$ cat config.mk
export PLATFORM = sky130hd
export DESIGN_NAME = caltick_rtc
export DESIGN_NICKNAME = d
export VERILOG_FILES = /design/src/rtl/caltick_pkg.sv /design/src/rtl/caltick_presc.sv /design/src/rtl/caltick_count.sv /design/src/rtl/caltick_ctrl.sv /design/src/rtl/caltick_rtc.sv
export SDC_FILE = /design/constraint.sdc
export NUM_CORES = 1
export LEC_CHECK = 0
export ABC_AREA = 1
export CORE_MARGIN = 5
export CORE_UTILIZATION = 55
export CTS_BUF_LIST = sky130_fd_sc_hd__clkbuf_2 sky130_fd_sc_hd__clkbuf_4 sky130_fd_sc_hd__clkbuf_8
export CTS_CLUSTER_SIZE = 14
export DETAILED_ROUTE_END_ITERATION = 10
export DONT_BUFFER_PORTS = 1
export GPL_TIMING_DRIVEN = 0
export PLACE_DENSITY = 0.74
export RECOVER_POWER = 100
export SKIP_CTS_REPAIR_TIMING = 1
export SLEW_MARGIN = 20
export SYNTH_ARGS = -nofsm -noshare
export SYNTH_HDL_FRONTEND = slang
export SYNTH_SLANG_ARGS = --single-unit
$ cat constraint.sdc
create_clock -name clk -period 2.5 [get_ports clk]
set_clock_uncertainty 0.15 [all_clocks]
set_input_delay 0.25 -clock clk [delete_from_list [all_inputs] [get_ports clk]]
set_output_delay 0.25 -clock clk [all_outputs]
set_load 0.02 [all_outputs]
$ cat src/rtl/caltick_pkg.sv
package caltick_pkg;

    localparam int DW   = 8;
    localparam int NCNT = 6;

    localparam logic [7:0] A_EVT    = 8'h06;
    localparam logic [7:0] A_CTL    = 8'h13;
    localparam logic [7:0] A_CNT0   = 8'h40;
    localparam logic [7:0] A_ALM_MO = 8'h4A;
    localparam logic [7:0] A_ALM_YR = 8'h4B;

    localparam int B_WAKE_EN = 5;
    localparam int B_TYPE    = 4;
    localparam int B_TICK_ON = 7;
    localparam int B_SHDN    = 1;
    localparam int B_SWAKE   = 2;
    localparam int B_VALID   = 6;

    typedef enum logic [2:0] {
        F_SEC = 3'd0, F_MIN = 3'd1, F_HR = 3'd2,
        F_DAY = 3'd3, F_MON = 3'd4, F_YR = 3'd5
    } field_e;

    typedef struct packed {
        logic       valid;
        logic [5:0] yr;
        logic [3:0] mon;
        logic [4:0] day;
        logic [4:0] hr;
        logic [5:0] mn;
        logic [5:0] sec;
    } cal_t;

    function automatic logic [DW-1:0] field_rd(cal_t c, logic [2:0] f);
        case (field_e'(f))
            F_SEC:   return {2'b00, c.sec};
            F_MIN:   return {2'b00, c.mn};
            F_HR:    return {3'b000, c.hr};
            F_DAY:   return {3'b000, c.day};
            F_MON:   return {4'h0, c.mon};
            F_YR:    return {1'b0, c.valid, c.yr};
            default: return '0;
        endcase
    endfunction

endpackage

$ cat src/rtl/caltick_presc.sv
module caltick_presc #(
    parameter int PRESC_DIV = 32768,
    localparam int CW = (PRESC_DIV > 1) ? $clog2(PRESC_DIV) : 1
) (
    input  logic          clk,
    input  logic          rst,
    input  logic          en,
    input  logic          clr,
    output logic          adv,
    output logic [CW-1:0] cnt
);
    localparam logic [CW-1:0] LAST = CW'(PRESC_DIV - 1);

    assign adv = en && !clr && (cnt == LAST);

    always_ff @(posedge clk) begin
        if (rst || clr)
            cnt <= '0;
        else if (en)
            cnt <= (cnt == LAST) ? '0 : cnt + 1'b1;
    end
endmodule

$ cat src/rtl/caltick_count.sv
module caltick_count
    import caltick_pkg::*;
(
    input  logic          clk,
    input  logic          rst,
    input  logic          adv,
    input  logic          wr,
    input  logic [2:0]    wsel,
    input  logic [DW-1:0] wdat,
    output cal_t          cal,
    output logic          min_carry
);
    logic c_sec, c_min, c_hr, c_day, c_mon;

    assign c_sec = adv && (cal.sec >= 6'd59);
    assign c_min = c_sec && (cal.mn >= 6'd59);
    assign c_hr  = c_min && (cal.hr >= 5'd23);
    assign c_day = c_hr && (cal.day >= 5'd31);
    assign c_mon = c_day && (cal.mon >= 4'd12);
    assign min_carry = c_sec;

    always_ff @(posedge clk) begin
        if (rst) begin
            cal <= '{valid: 1'b0, yr: 6'd0, mon: 4'd1, day: 5'd1,
                     hr: 5'd0, mn: 6'd0, sec: 6'd0};
        end else if (wr) begin
            case (field_e'(wsel))
                F_SEC: cal.sec <= wdat[5:0];
                F_MIN: cal.mn  <= wdat[5:0];
                F_HR:  cal.hr  <= wdat[4:0];
                F_DAY: cal.day <= wdat[4:0];
                F_MON: cal.mon <= wdat[3:0];
                F_YR: begin
                    cal.yr    <= wdat[5:0];
                    cal.valid <= wdat[B_VALID];
                end
                default: ;
            endcase
        end else if (adv) begin
            cal.sec <= c_sec ? 6'd0 : cal.sec + 6'd1;
            if (c_sec) cal.mn  <= c_min ? 6'd0 : cal.mn + 6'd1;
            if (c_min) cal.hr  <= c_hr ? 5'd0 : cal.hr + 5'd1;
            if (c_hr)  cal.day <= c_day ? 5'd1 : cal.day + 5'd1;
            if (c_day) cal.mon <= c_mon ? 4'd1 : cal.mon + 4'd1;
            if (c_mon) cal.yr  <= cal.yr + 6'd1;
        end
    end
endmodule

$ cat src/rtl/caltick_ctrl.sv
module caltick_ctrl
    import caltick_pkg::*;
(
    input  logic          clk,
    input  logic          rst,
    input  logic          sec_tick,
    input  logic          min_tick,
    input  logic          wr_almmo,
    input  logic          wr_almyr,
    input  logic          wr_evt,
    input  logic          wr_ctl,
    input  logic [DW-1:0] wdat,
    output logic          wake_en,
    output logic          tick_type,
    output logic          tick_on,
    output logic          evt_q,
    output logic          evt_set,
    output logic          evt_w1c,
    output logic          off_q,
    output logic          wake_o,
    output logic          pwrdn_o
);
    logic shdn_req, swake_req, wake_now;

    assign evt_set   = tick_on && (tick_type ? min_tick : sec_tick);
    assign evt_w1c   = wr_evt && wdat[0];
    assign wake_now  = evt_set && wake_en;
    assign shdn_req  = wr_ctl && wdat[B_SHDN];
    assign swake_req = wr_ctl && wdat[B_SWAKE];

    always_ff @(posedge clk) begin
        if (rst) begin
            wake_en   <= 1'b0;
            tick_type <= 1'b0;
            tick_on   <= 1'b0;
            evt_q     <= 1'b0;
            off_q     <= 1'b0;
            wake_o    <= 1'b0;
            pwrdn_o   <= 1'b0;
        end else begin
            if (wr_almmo) begin
                wake_en   <= wdat[B_WAKE_EN];
                tick_type <= wdat[B_TYPE];
            end
            if (wr_almyr)
                tick_on <= wdat[B_TICK_ON];
            if (evt_set)
                evt_q <= 1'b1;
            else if (evt_w1c)
                evt_q <= 1'b0;
            if (shdn_req)
                off_q <= 1'b1;
            else if (wake_now || swake_req)
                off_q <= 1'b0;
            wake_o  <= wake_now;
            pwrdn_o <= shdn_req;
        end
    end
endmodule

$ cat src/rtl/caltick_rtc.sv
module caltick_rtc
    import caltick_pkg::*;
#(
    parameter int PRESC_DIV = 32768,
    localparam int PCW = (PRESC_DIV > 1) ? $clog2(PRESC_DIV) : 1
) (
    input  logic          clk,
    input  logic          rst,
    input  logic          presc_en,
    input  logic          ptr_load,
    input  logic [7:0]    ptr_val,
    input  logic          wr_stb,
    input  logic [DW-1:0] wr_byte,
    input  logic          rd_stb,
    output logic [DW-1:0] rd_byte,
    output logic          wake_pulse,
    output logic          pwrdn_pulse,
    output logic          off_state
);
    logic [7:0]     ptr;
    logic [7:0]     rel;
    logic           in_cnt, cnt_wr, sec_adv, min_carry;
    logic [PCW-1:0] presc_cnt;
    cal_t           cal;
    logic           wake_en, tick_type, tick_on, evt_q, evt_set, evt_w1c;
    logic [DW-1:0]  rd_mux;

    assign rel    = ptr - A_CNT0;
    assign in_cnt = (ptr >= A_CNT0) && (rel < 8'(NCNT));
    assign cnt_wr = wr_stb && in_cnt;

    always_ff @(posedge clk) begin
        if (rst)
            ptr <= '0;
        else if (ptr_load)
            ptr <= ptr_val;
        else if (wr_stb || rd_stb)
            ptr <= ptr + 8'd1;
    end

    caltick_presc #(.PRESC_DIV(PRESC_DIV)) u_pre (
        .clk(clk), .rst(rst), .en(presc_en), .clr(cnt_wr),
        .adv(sec_adv), .cnt(presc_cnt)
    );

    caltick_count u_cnt (
        .clk(clk), .rst(rst), .adv(sec_adv), .wr(cnt_wr),
        .wsel(rel[2:0]), .wdat(wr_byte), .cal(cal), .min_carry(min_carry)
    );

    caltick_ctrl u_ctl (
        .clk(clk), .rst(rst), .sec_tick(sec_adv), .min_tick(min_carry),
        .wr_almmo(wr_stb && ptr == A_ALM_MO),
        .wr_almyr(wr_stb && ptr == A_ALM_YR),
        .wr_evt(wr_stb && ptr == A_EVT),
        .wr_ctl(wr_stb && ptr == A_CTL),
        .wdat(wr_byte),
        .wake_en(wake_en), .tick_type(tick_type), .tick_on(tick_on),
        .evt_q(evt_q), .evt_set(evt_set), .evt_w1c(evt_w1c),
        .off_q(off_state), .wake_o(wake_pulse), .pwrdn_o(pwrdn_pulse)
    );

    always_comb begin
        rd_mux = '0;
        if (in_cnt)
            rd_mux = field_rd(cal, rel[2:0]);
        else begin
            case (ptr)
                A_EVT:    rd_mux = {7'b0, evt_q};
                A_CTL:    rd_mux = {6'b0, off_state, 1'b0};
                A_ALM_MO: rd_mux = {2'b00, wake_en, tick_type, 4'h0};
                A_ALM_YR: rd_mux = {tick_on, 7'b0};
                default:  rd_mux = '0;
            endcase
        end
    end

    always_ff @(posedge clk) begin
        if (rst)
            rd_byte <= '0;
        else if (rd_stb)
            rd_byte <= rd_mux;
    end
endmodule

**Word level (Yosys, flattened, before mapping)**

Index checks and enable logic that the tools add are counted.

- Output and inout port bits: 11
- Register bits after elaboration: 71

- Reduce and logical (&&, ||, !) cells: 39
- $add $sub $neg: 9
- Equal/unequal tests: 16
- Multiplexer cells: 29
- Magnitude comparators: 7

Operators with widths:

| cell | count |
|---|---|
| $mux 32 | 2 |
| $mux 6 | 7 |
| $pmux 7 s6 | 1 |
| $pmux 8 s4 | 1 |
| $mux 5 | 6 |
| $mux 8 | 3 |
| $add 6x1->6 const B | 3 |
| $logic_and 1x1->1 | 18 |
| $reduce_bool 2->1 | 9 |
| $eq 8x7->1 const B | 2 |
| $add 15x1->15 const B | 1 |
| $eq 15x15->1 const B | 1 |
| $mux 15 | 1 |
| $reduce_and 3->1 | 5 |
| $ge 6x6->1 const B | 2 |
| $mux 4 | 3 |
| $ne 2x1->1 const B | 6 |
| $add 5x1->5 const B | 2 |
| $ge 5x5->1 const B | 2 |
| $add 8x1->8 const B | 1 |
| $eq 8x3->1 const B | 1 |
| $eq 8x5->1 const B | 1 |
| $ge 8x7->1 const B | 1 |
| $lt 8x3->1 const B | 1 |
| other kinds (11) | 20 |

**Depth between registers and ports, before layout**

- Word-level depth: 16
- Mapped depth: 13
- Mapped depth without buffers: 12

**By module**

From an unflattened synthesis, not the netlist that was laid out.

- Cell total of the unflattened synthesis: 729
- Area, all modules: 4,606.9 µm²

By module, submodules not included:

| module | seq. area each (µm²) | times used | cells each | area each (µm²) |
|---|---|---|---|---|
| caltick_count | 660.6 | 1 | 340 | 2,202.1 |
| caltick_rtc | 320.3 | 1 | 232 | 1,315.0 |
| caltick_presc | 300.3 | 1 | 122 | 810.8 |
| caltick_ctrl | 140.1 | 1 | 35 | 279.0 |

**Worst setup path before layout**

Ideal clock, no wire load.

- Path kind: register -> register
- From: register u_pre.cnt[1]
- To: register u_cnt.cal[31] (netlist name)
- Data arrival time: 1.638 ns
- Required time: 2.237 ns
- Buffers on the path: 1
- Library setup time: 0.113 ns
- Setup slack: 0.599 ns
- Cell stages (with the launch flop): 14
- Cells stage by stage: dfxtp_1 > ha_1 > nand2_1 > nor2_4 > nand2_2 > nor2_4 > nand3_4 > nor2_8 > nand4_4 > nand2_2 > buf_4 > nand2_1 > nand2_1 > nor2_1

- Longest elaborated chain between the ends: 9
- Elaborated cells on any way between the ends: 10
- Those cells by class: 1 x eq/ne; 9 x reduce/logical

RTL lines:

| item | RTL line | RTL |
|---|---|---|
| start, declared | caltick_presc.sv:10 | `output logic [CW-1:0] cnt` |
| start signal, assigned | caltick_presc.sv:20 | `cnt <= (cnt == LAST) ? '0 : cnt + 1'b1;` |
| $eq 15x15->1 * | caltick_presc.sv:14 | `assign adv = en && !clr && (cnt == LAST);` |
| $logic_and 1x1->1 * | caltick_presc.sv:14 |  |
| $logic_and 1x1->1 | caltick_count.sv:15 | `assign c_sec = adv && (cal.sec >= 6'd59);` |
| $logic_and 1x1->1 | caltick_count.sv:16 | `assign c_min = c_sec && (cal.mn >= 6'd59);` |
| $logic_and 1x1->1 | caltick_count.sv:17 | `assign c_hr = c_min && (cal.hr >= 5'd23);` |
| $logic_and 1x1->1 | caltick_count.sv:18 | `assign c_day = c_hr && (cal.day >= 5'd31);` |
| $logic_and 1x1->1 | caltick_count.sv:19 | `assign c_mon = c_day && (cal.mon >= 4'd12);` |
| $reduce_bool 2->1 (no line) | n/a |  |
| $reduce_and 3->1 (no line) * | n/a |  |

Mark *: on every way between the ends. The rest lies on a longest branch, timed or not.
A chain may end at the register's enable or synchronous reset.

**Final worst setup path**

- From: register ptr[6]
- To: register u_cnt.cal[31] (netlist name)

- Longest elaborated chain between the ends: 14
- Elaborated cells on any way between the ends: 18
- Those cells by class: 1 x add/sub; 2 x order compare; 1 x eq/ne; 1 x mux; 13 x reduce/logical

RTL lines:

| item | RTL line | RTL |
|---|---|---|
| start, declared | caltick_rtc.sv:20 | `logic [7:0] ptr;` |
| start signal, assigned | caltick_rtc.sv:36 | `ptr <= ptr_val;` |
| start signal, assigned | caltick_rtc.sv:38 | `ptr <= ptr + 8'd1;` |
| $sub 8x7->8 | caltick_rtc.sv:28 | `assign rel = ptr - A_CNT0;` |
| $lt 8x3->1 | caltick_rtc.sv:29 | `assign in_cnt = (ptr >= A_CNT0) && (rel < 8'(NCNT));` |
| $logic_and 1x1->1 * | caltick_rtc.sv:29 |  |
| $logic_and 1x1->1 * | caltick_rtc.sv:30 | `assign cnt_wr = wr_stb && in_cnt;` |
| $logic_not 1->1 | caltick_presc.sv:14 |  |
| $logic_and 1x1->1 (2 in a row) | caltick_presc.sv:14 |  |
| $logic_and 1x1->1 | caltick_count.sv:15 |  |
| $logic_and 1x1->1 | caltick_count.sv:16 |  |
| $logic_and 1x1->1 | caltick_count.sv:17 |  |
| $logic_and 1x1->1 | caltick_count.sv:18 |  |
| $logic_and 1x1->1 | caltick_count.sv:19 |  |
| $reduce_bool 2->1 (no line) | n/a |  |
| $reduce_and 3->1 (no line) | n/a |  |

Marked as above.

==> metrics.cfg <==
[outcome]
status=finished, violations left
violations=hold timing

[layout]
n_fill_cell=678
final_nets=670
layout-drive-gt1-share_pct=6.56
area_growth_pct=9.75
diodes=0
layout_commonest_cell=nand2_1
final_cell_mix=nand2_1 (125), inv_1 (75), dfxtp_1 (71), nor2_1 (69), a21oi_1 (63)

[global_route]
gr-usage-met2_pct=38.1
gr-total-overflow=0
busiest_layer=met2
antenna_found_initial=0
grt_start_max_net_pins=15
grt_usage_pct=23.9
grt_pass1_wl_mm=18.7
gr-usage-met3_pct=5.31
use_met1_pct=30.8
grt_pass1_vias=3853

[clock_network]
insertion_delay_ps=350
cts.clk_slew.worst_paths_ps=80
cts_buffers=9
cts_sinks=71
cts.path.max_buffers=2
cts_max_level=3
cts_tree=yes
root_buffer=clkbuf_8

[floorplanning]
core_sq_um=7330
start_util_pct=56.9
die_y_um=97.1
fp.dieArea_sq_um=9420
row_count=31
ios=33
die_w_um=97.1

[setup_path]
crit_path_frequent_cell=nand2_1
cp_cell_sequence=nand2_1 > nor2_4 > nand2_1 > nor2_4 > buf_4 > nand2_1 > nand2_1 > buf_4 > nand2_1 > nand2_1 > nor2_1
critPathCaptureType=flop
start_kind=flop
crit_type=flop to flop
crit_slowest_cell=dfxtp_1
crit_family=simple AND/OR/NAND/NOR gates
slowest_delay_ps=440
path_max_fanout=10
critPathArrivalTime_ps=2340
required_ps=2600
crit_buf_inv=2

[synthesis]
synth_cells=617
yosysSeqAreaShare_pct=34.1
syn_area_sq_um=4170
ys_warn_count=0
synth.avg_cell_area_sq_um=6.76
syn-num-nets=652
synth-seq-cells=71
synth.distinct_cells=43

[timing]
max_slew_margin_pct=60.3
layout_min_cycle_time_ps=2240
slew_viol_final=0
fmax_mhz=446
rsz0062_at_grt=no
min_period_over_period_pct=89.7
worst_pin_slew_ps=593
holdWs_ps=-48.3
setup_viol=0
worst_slack_ps=257
hold_viol_final=3
finalSetupTns_ps=0

[placement]
numPortBuffers=0
dp_hpwl_mm=8.37
gp_congestion=0.915
pre_cts_ws_ps=309

[flow_run]
maxCapViolCount=0

[routing]
wirelength_mm=11.2
wl_per_cell_um=15.1
drt_iter0_markers=285
drcViolationCount=0
vias_per_cell=5.71
ant_nets=0
vias=4223
drt_pass1_iterations=5

[pwr]
power.leakage_nw=1.93
powerDensity_nw_per_um2=537
p_total_w=0.00246
ir_drop_uv=313

[worst_hold_path]
min_path_type=input pin to flop

==> routing by layer <==
metal  vias up  wire (um)
met5         -          0
li1       2099          -
met2       153       5120
met4         0        351
met1      1938       5010
met3        33        722
==> registers in the layout (all words and copies together) (netlist names) <==
register and cells:
ptr 8, u_ctl.tick_type 1, u_ctl.pwrdn_o 1, u_cnt.cal 33, u_ctl.wake_o 1, u_ctl.tick_on 1, rd_byte 8, u_ctl.evt_q 1
u_ctl.off_q 1, u_ctl.wake_en 1, u_pre.cnt 15
==> Yosys cell counts, drive strengths merged <==
master,number,area [sq um]
nor3,14,75.1
clkbuf,10,37.5
buf,9,51.3
o21bai,3,22.5
ha,13,163
xor2,10,87.6
o21a,1,7.51
a311oi,2,17.5
nor4,1,6.26
nand3b,4,30.0
a221oi,2,17.5
xnor2,1,8.76
o211ai,1,7.51
a41oi,1,8.76
o2111ai,1,8.76
a21oi,64,324
a31oi,10,62.6
nand2,126,485
inv,76,285
nor2,76,344
o31ai,3,22.5
o21ai,39,195
a211oi,2,15.0
dfxtp,71,1420
nor3b,3,22.5
nand3,55,310
clkinv,1,3.75
or2,3,18.8
nand4,9,71.3
o22ai,6,37.5
==> logic make-up after synthesis <==
family,Yosys count,synth area share (%)
xor gates and xnor gates,11,2.31
DFF,71,34.1
buffers and inverters,96,9.06
and+or+nand+nor,291,32.7
AOI/OAI and AO/OA,135,17.9
adders and majority gates,13,3.90
==> worst register-to-register path: cells and delay by family (launching register included) <==
family | cells | cell delay (ps)
buf+inv | 2 | 390
flops | 1 | 440
simple gates | 9 | 1160
==> final cells by class <==
type                    count  area [sq um]  share of cell area [%]
clock buffers               9           124                    2.71
plain buffers              19          85.1                    1.86
well taps                  99           124                    2.71
clock inverters             7           105                    2.30
multi-input cells         450          2360                    51.5
inverters                  77           289                    6.32
flip-flops and latches     71          1420                    31.1
repair buffers              7          70.1                    1.53
==> power by group <==
part / switching (W) / internal [W]
registers: 0.0000296 / 0.00115
logic: 0.000144 / 0.0000660
clock network: 0.000488 / 0.000576
==> through the flow <==
step	instances	hold WS, ps	util [%]	instance area [sq um]
final	739	-48.3	62.4	4580
after global routing	739	8.49	62.4	4580
after CTS	732	-92.5	61.7	4520
after detailed placement	716	277	58.6	4290
after global placement	716	270	58.6	4290
after floorplan	617	261	-	4170
==> worst paths after layout <==
path	cells after the start	slack [ps]	endpoint	start
worst max register to register	11	260	u_cnt.cal[31]$_SDFFE_PP0P_	ptr[6]$_SDFFE_PP0P_
worst max-delay path	11	260	u_cnt.cal[31]$_SDFFE_PP0P_	ptr[6]$_SDFFE_PP0P_
worst min-delay path	2	-50	u_ctl.wake_en$_SDFFE_PP0P_	wr_byte[5]
worst min register to register	2	310	u_pre.cnt[14]$_SDFFE_PP0P_	u_pre.cnt[14]$_SDFFE_PP0P_
(Power assumes the default switching activity.)
